--- src/rtl/bus_cycle_seq.sv ---
module bus_cycle_seq #(
  parameter int AW = 16,
  parameter int DW = 8,
  parameter int RW = 7
) (
  input  logic            clk,
  input  logic            rst_n,
  input  logic            req_valid,
  input  logic [2:0]      req_op,
  input  logic [AW-1:0]   req_addr,
  input  logic [2*DW-1:0] req_wdata,
  input  logic [AW-DW-1:0] ipage,
  input  logic [DW-1:0]   din,
  output logic [AW-1:0]   addr,
  output logic            addr_en,
  output logic [DW-1:0]   dout,
  output logic            dout_en,
  output logic            mreq_n,
  output logic            rd_n,
  output logic            wr_n,
  output logic            m1_n,
  output logic            rfsh_n,
  output logic            busy,
  output logic            done,
  output logic [2*DW-1:0] result,
  output logic [AW-1:0]   sp
);
  localparam logic [2:0] OP_FETCH = 3'd0, OP_READ = 3'd1, OP_WRITE = 3'd2, OP_IDLE = 3'd3,
                         OP_PUSH = 3'd4, OP_POP = 3'd5, OP_SETSP = 3'd6, OP_LDR = 3'd7;
  localparam logic [1:0] TLAST = 2'd2;

  typedef enum logic [2:0] {S_IDLE, S_F1, S_F2, S_RF1, S_RF2, S_INT, S_MR, S_MW} st_t;

  st_t             st;
  logic [2:0]      op_q;
  logic [AW-1:0]   a_q, sp_q;
  logic [2*DW-1:0] wd_q, res_q;
  logic [DW-1:0]   rr;
  logic [1:0]      tc;
  logic            hi_q, done_q;

  wire fetch_rd = (st == S_F1) || (st == S_F2);
  wire refr     = (st == S_RF1) || (st == S_RF2);
  wire mr       = (st == S_MR);
  wire mw       = (st == S_MW);
  wire stk      = (op_q == OP_PUSH) || (op_q == OP_POP);
  wire accept   = req_valid && (st == S_IDLE);

  wire last = (st == S_RF2 && op_q == OP_FETCH) ||
              (st == S_INT && op_q != OP_PUSH) ||
              (mr && tc == TLAST && (op_q == OP_READ || hi_q)) ||
              (mw && tc == TLAST && (op_q == OP_WRITE || hi_q));

  always_ff @(posedge clk or negedge rst_n) begin
    if (!rst_n) begin
      st     <= S_IDLE;
      op_q   <= OP_IDLE;
      a_q    <= '0;
      wd_q   <= '0;
      sp_q   <= '0;
      res_q  <= '0;
      rr     <= '0;
      tc     <= '0;
      hi_q   <= 1'b0;
      done_q <= 1'b0;
    end else begin
      done_q <= last;
      unique case (st)
        S_IDLE: if (accept) begin
          op_q <= req_op;
          a_q  <= req_addr;
          wd_q <= req_wdata;
          tc   <= '0;
          hi_q <= 1'b0;
          unique case (req_op)
            OP_FETCH, OP_PUSH, OP_POP: st <= S_F1;
            OP_READ:                   st <= S_MR;
            OP_WRITE:                  st <= S_MW;
            default:                   st <= S_INT;
          endcase
        end
        S_F1: st <= S_F2;
        S_F2: begin
          res_q <= {{DW{1'b0}}, din};
          st    <= S_RF1;
        end
        S_RF1: st <= S_RF2;
        S_RF2: begin
          rr <= {rr[DW-1:RW], rr[RW-1:0] + 1'b1};
          if (op_q == OP_FETCH)     st <= S_IDLE;
          else if (op_q == OP_PUSH) st <= S_INT;
          else                      st <= S_MR;
        end
        S_INT: begin
          st <= S_IDLE;
          unique case (op_q)
            OP_PUSH: begin
              sp_q <= sp_q - 1'b1;
              st   <= S_MW;
            end
            OP_SETSP: sp_q <= a_q;
            OP_LDR:   rr   <= a_q[DW-1:0];
            default: ;
          endcase
        end
        S_MR: if (tc == TLAST) begin
          tc <= '0;
          if (op_q == OP_POP) begin
            sp_q <= sp_q + 1'b1;
            if (!hi_q) begin
              res_q[DW-1:0] <= din;
              hi_q          <= 1'b1;
            end else begin
              res_q[2*DW-1:DW] <= din;
              st               <= S_IDLE;
            end
          end else begin
            res_q <= {{DW{1'b0}}, din};
            st    <= S_IDLE;
          end
        end else tc <= tc + 1'b1;
        S_MW: if (tc == TLAST) begin
          tc <= '0;
          if (op_q == OP_PUSH && !hi_q) begin
            sp_q <= sp_q - 1'b1;
            hi_q <= 1'b1;
          end else st <= S_IDLE;
        end else tc <= tc + 1'b1;
        default: st <= S_IDLE;
      endcase
    end
  end

  wire [AW-1:0] mem_a = stk ? sp_q : a_q;

  assign addr_en = fetch_rd | refr | mr | mw;
  assign addr    = fetch_rd ? a_q : refr ? {ipage, rr} : (mr | mw) ? mem_a : '0;
  assign mreq_n  = !addr_en;
  assign rd_n    = !(fetch_rd | mr);
  assign wr_n    = !(mw && tc != 2'd0);
  assign m1_n    = !fetch_rd;
  assign rfsh_n  = !refr;
  assign dout_en = mw;
  assign dout    = !mw ? '0 : (op_q == OP_PUSH && !hi_q) ? wd_q[2*DW-1:DW] : wd_q[DW-1:0];
  assign busy    = (st != S_IDLE);
  assign done    = done_q;
  assign result  = res_q;
  assign sp      = sp_q;
endmodule

--- config.mk ---
export PLATFORM = sky130hd
export DESIGN_NAME = bus_cycle_seq
export DESIGN_NICKNAME = d
export VERILOG_FILES = /design/src/rtl/bus_cycle_seq.sv
export SDC_FILE = /design/constraint.sdc
export NUM_CORES = 1
export LEC_CHECK = 0
export BUFFER_PORTS_ARGS = -buffer_cell sky130_fd_sc_hd__clkbuf_2
export CAP_MARGIN = 20
export CORE_MARGIN = 2
export CORE_UTILIZATION = 55
export DETAILED_ROUTE_END_ITERATION = 16
export HOLD_SLACK_MARGIN = 0.15
export MAX_ROUTING_LAYER = met4
export PLACE_DENSITY = 0.92
export SYNTH_ARGS = -nofsm -noshare
export SYNTH_HDL_FRONTEND = slang
export SYNTH_SLANG_ARGS = --single-unit
export TNS_END_PERCENT = 1
--- constraint.sdc ---
create_clock -name clk -period 5.7 [get_ports clk]
set_clock_uncertainty 0.1 [all_clocks]
set_input_delay 0.57 -clock clk [delete_from_list [all_inputs] [get_ports clk]]
set_output_delay 0.57 -clock clk [all_outputs]
set_load 0.01 [all_outputs]
# Word level (Yosys, flattened, before mapping)
# Cells that the tools add are included.
word_totals:
  reg_bits: 82
  in_bits: 54
  output_inout_bits: 65
  word_cells: 134
classes:
  add_sub_neg: 4
  n_eq_ne: 29
  mux: 39
  bitwise: 6
  reduce_logical: 44
op_table:
  columns: ["operator", "n"]
  rows:
  - ["two-way mux 16 bit", 10]
  - ["case mux 16 bit (2 select lines)", 2]
  - ["case mux 16 bit (3 select lines)", 1]
  - ["two-way mux 8 bit", 5]
  - ["equality test 3 bit, second input constant", 10]
  - ["two-way mux 3 bit", 8]
  - ["case mux 3 bit (8 select lines)", 1]
  - ["adder 16 x 1 -> 16 bit, second input constant", 1]
  - ["case mux 8 bit (2 select lines)", 1]
  - ["subtractor 16 x 1 -> 16 bit, second input constant", 1]
  - ["equality test 3 x 2 -> 1 bit, second input constant", 4]
  - ["AND reduction 6 bit", 2]
  - ["!= test 2 x 1 -> 1 bit, second input constant", 5]
  - ["equality test 3 x 1 -> 1 bit, second input constant", 3]
  - ["logical AND 1 bit", 9]
  - ["zero test 3 bit", 3]
  - ["!= test 3 bit, second input constant", 3]
  - ["case mux 3 bit (3 select lines)", 1]
  - ["AND reduction 3 bit", 3]
  - ["nonzero test 3 bit", 3]
  - ["logical OR 1 bit", 8]
  - ["nonzero test 2 bit", 4]
  - ["adder 7 x 1 -> 7 bit, second input constant", 1]
  - ["zero test 1 bit", 6]
  - ["other kinds (14)", 27]

# Logic depth before layout (Yosys ltp)
depth:
  word_depth: 6
  mapped_depth: 8
  depth_no_buf: 7

# Worst setup path after synthesis
# Ideal clock, no wire load.
synth_path:
  path_type: "flip-flop to output port"
  startpoint: "register st[0]"
  endpoint: "output port addr[10]"
  arrival_time_ps: 1639
  required_ps: 5030
  slack_ps: 3391
  path_stages_with_launch: 7
  path_buffers: 2
  path_cell_list: "dfrtp_1 buf_2 and2b_1 mux2_2 buf_2 a222oi_1 inv_1"
synth_between:
  elab_chain_cells: 5
  word_cells_on_any_way: 12
  classes_between: "eq/ne (6); mux (3); bitwise (1); reduce/logical (2)"
synth_rtl:
  columns: ["element", "line_no", "rtl"]
  rows:
  - ["start: declaration", "34", "st_t st;"]
  - ["start signal: assignment", "56", "st <= S_IDLE;"]
  - ["start signal: assignment", "76", "OP_FETCH, OP_PUSH, OP_POP: st <= S_F1;"]
  - ["start signal: assignment", "77", "OP_READ: st <= S_MR;"]
  - ["equality test 3 bit, on equally long branches", "44, 45", null]
  - ["bitwise OR 1 bit", "137", "assign addr = fetch_rd ? a_q : refr ? {ipage, rr} : (mr | mw) ? mem_a : '0;"]
  - ["two-way mux 16 bit (2 in a row)", "137", null]
  - ["two-way mux 16 bit *", "137", null]
  - ["end: declaration", "14", "output logic [AW-1:0] addr,"]
# Every way passes the cells marked *; elsewhere a longest branch is shown, timed or not.

# Worst setup path after layout
layout_path:
  startpoint: "register st[0]"
  endpoint: "output port addr[2]"
# The elaborated chain is that of the path after synthesis.

==> results.toml <==
[status]
status = "completed"

[worst_setup_path]
critPathLaunchType = "flip-flop"
path_buf_inv = 2
r2r_cells = 5
crit_path_max_fanout = 23
cp_cell_sequence = "and2b_1, a31oi_1, mux2_2, a222oi_1, inv_1, clkbuf_2"
crit_cells = 6
slowest_stage = "dfrtp_1"
criticalPathCategory = "reg2out"
cp.arrival_ns = 2.59
end_kind = "primary output"
critical-path-top-delay-family = "flip-flops"
cp.required_ns = 5.03
cp_slowest_stage_delay_ns = 0.74

[floorplan]
ioPinCount = 119
num_rows = 34
coreArea_um2 = 8720
fp.dieArea_um2 = 9720
die_h_um = 98.6
start_util = 0.564
fp.dieW_um = 98.6

[drt]
avgViaCountPerCell = 6.32
wl_per_cell_um = 17.5
firstDrtPassIters = 6
ant_nets = 0
dr_total_vias = 4982
dr.first_iter.drc_count = 532
post-route-drc-count = 0
routed_wl_um = 13800

[sta]
fin_setup_tns_ns = 0
holdWs_ns = 0.284
hold_violations = 0
finalMaxSlewViolations = 0
worst_pin_slew_ns = 1.10
finalCriticalPeriod_ns = 3.26
setup_viol = 0
min_period_over_period = 0.572
grt_setup_unrepaired = "false"
fmax_ghz = 0.307
slew-limit-headroom = 0.265

[placement]
port_buffers = 118
place_congestion = 0.938
hpwlAfterDp_um = 9270

[flow_run]
max-cap-violations = 0

[cts]
cts_root_buffer = "clkbuf_8"
cts_buffer_depth = 2
cts_sinks = 82
cts_buffers = 9
cts_max_level = 3
cts_resized = 0
clk_pin_slew_ns = 0.09
clk_latency_ns = 0.37
post_cts_buffers = 0
cts_tree = "done"

[logic_synthesis]
synth-seq-cells = 82
syn_area_per_cell_um2 = 8.41
yosysMostFrequentCell = "nand2_1"
synthArstFlopShare = 1.00
netlist.area_leader.share = 0.407
yosysWarnings = 0
ys.flop_type = "dfrtp_1"
synth_edf_count = 0
yosys.area.top_type = "dfrtp_1"
ys_seq_area_frac = 0.417
synthCells = 585
synthTopCellsByCount = "153 x nand2_1, 80 x dfrtp_1, 42 x a21oi_1"
netlist_area_um2 = 4920
yosys-top-cells-area = "dfrtp_1 41%, nand2_1 12%, a21oi_1 4.3%"
synth_cell_types = 71
syn_nets = 642

[grt]
grt.overflow.total = 0
grt_usage = 0.298
grt_max_degree = 83
grt_pass1_vias = 4692
antenna_found_initial = 0
grt_pass1_wl_um = 23000

[pwr]
p_leak_nw = 2.80
p_per_area_nw_per_um2 = 560
peakVddDrop_v = 0.000308

[layout]
diodes = 0
syn2layout_area_growth_pct = 15.9
nets = 732
drive_gt1_frac = 0.246

[hold_path]
hold_depth = 3
hold_path_class = "in2reg"
cell families after synthesis:
kind of cell,Yosys count,synth area share
flip-flops,82,0.417
XOR/XNOR,2,0.00356
buffers and inverters,72,0.0676
AO/OA/AOI/OAI,157,0.220
AND/OR/NAND/NOR,256,0.254
adder cells (fa/ha/maj),3,0.00763
multiplexers,13,0.0295
power by group:
| group | switching, mW | internal [mW] |
|---|---|---|
| registers | 0.362 | 0.824 |
| logic | 0.902 | 0.613 |
| clock network | 0.232 | 0.262 |
layer usage:
metal	up-vias	routed length, um	share of wire	GRT usage
met2	305	6510	0.47	0.457
met5	-	0	0	-
met4	0	286	0.021	0.109
met3	38	1310	0.095	0.0468
met1	2371	5700	0.41	0.406
li1	2268	-	-	-
worst register-to-register path, cell delays in order (launching register included):
cell and delay, ns:
dfrtp_1 0.70, and4b_1 0.84, nand4b_1 0.33, and2_1 0.52, nor4bb_1 0.41, a2bb2oi_1 0.11
area by class of cell:
cell class,count,area [um2]
repair buffers,124,653
inverters,27,101
fillers,742,3010
clock buffers,11,141
clock inverters,5,86.3
well taps,108,135
multi-input cells,431,2530
flip-flops and latches,82,2050
what timing repair did:
item | CTS | global route
hold buffers | 0 | 1
hold endpoints to repair | 0 | 38
setup endpoints to repair | 0 | 0
worst paths after layout:
check	startpoint	endpoint	slack, ns
worst max register to register	st[1]$_DFFE_PN0P_	sp[12]$_DFFE_PN0P_	2.58
min in group asynchronous	rst_n	rr[5]$_DFFE_PN0P_	0.60
worst min register to register	wd_q[12]$_DFFE_PN0P_	wd_q[12]$_DFFE_PN0P_	0.38
worst max-delay path	st[0]$_DFFE_PN0P_	addr[2]	2.44
max in group asynchronous	rst_n	st[1]$_DFFE_PN0P_	4.27
worst min-delay path	req_wdata[5]	wd_q[5]$_DFFE_PN0P_	0.28
stage by stage:
stage | util | cells | worst slack (ns) | cell area (um2) | total power, mW
2_1_floorplan | - | 585 | 3.39 | 4920 | 2.18
3_3_place_gp | 0.625 | 770 | 2.81 | 5450 | 2.60
3_5_place_dp | 0.625 | 770 | 2.67 | 5450 | 2.67
4_1_cts | 0.651 | 786 | 2.53 | 5680 | 3.16
5_1_grt | 0.654 | 788 | 2.32 | 5710 | 3.42
6_report | 0.654 | 788 | 2.44 | 5710 | 3.19
state kept, by name, indices dropped and copies added (netlist names):
name,cells
a_q,16
done,1
hi_q,1
op_q,3
result,16
rr,8
sp,16
st,3
tc,2
wd_q,16
placed cells by master (no fill, tap or decap), types with 4 or more instances in the layout:
master / instances
buf_4: 5
dfrtp_1: 80
nand2_1: 153
nor3_1: 7
o21ai_0: 34
clkbuf_2: 117
a32oi_1: 4
a22o_1: 11
a222oi_1: 16
and3_1: 8
a21oi_1: 42
nor2b_1: 4
nor2_1: 16
nand3b_1: 4
inv_1: 27
a31oi_1: 7
and2_1: 6
nand2b_1: 8
o211ai_1: 4
nand3_1: 17
o22ai_1: 4
or3_1: 5
mux2_2: 11
clkbuf_8: 10
(Power assumes the default switching activity.)
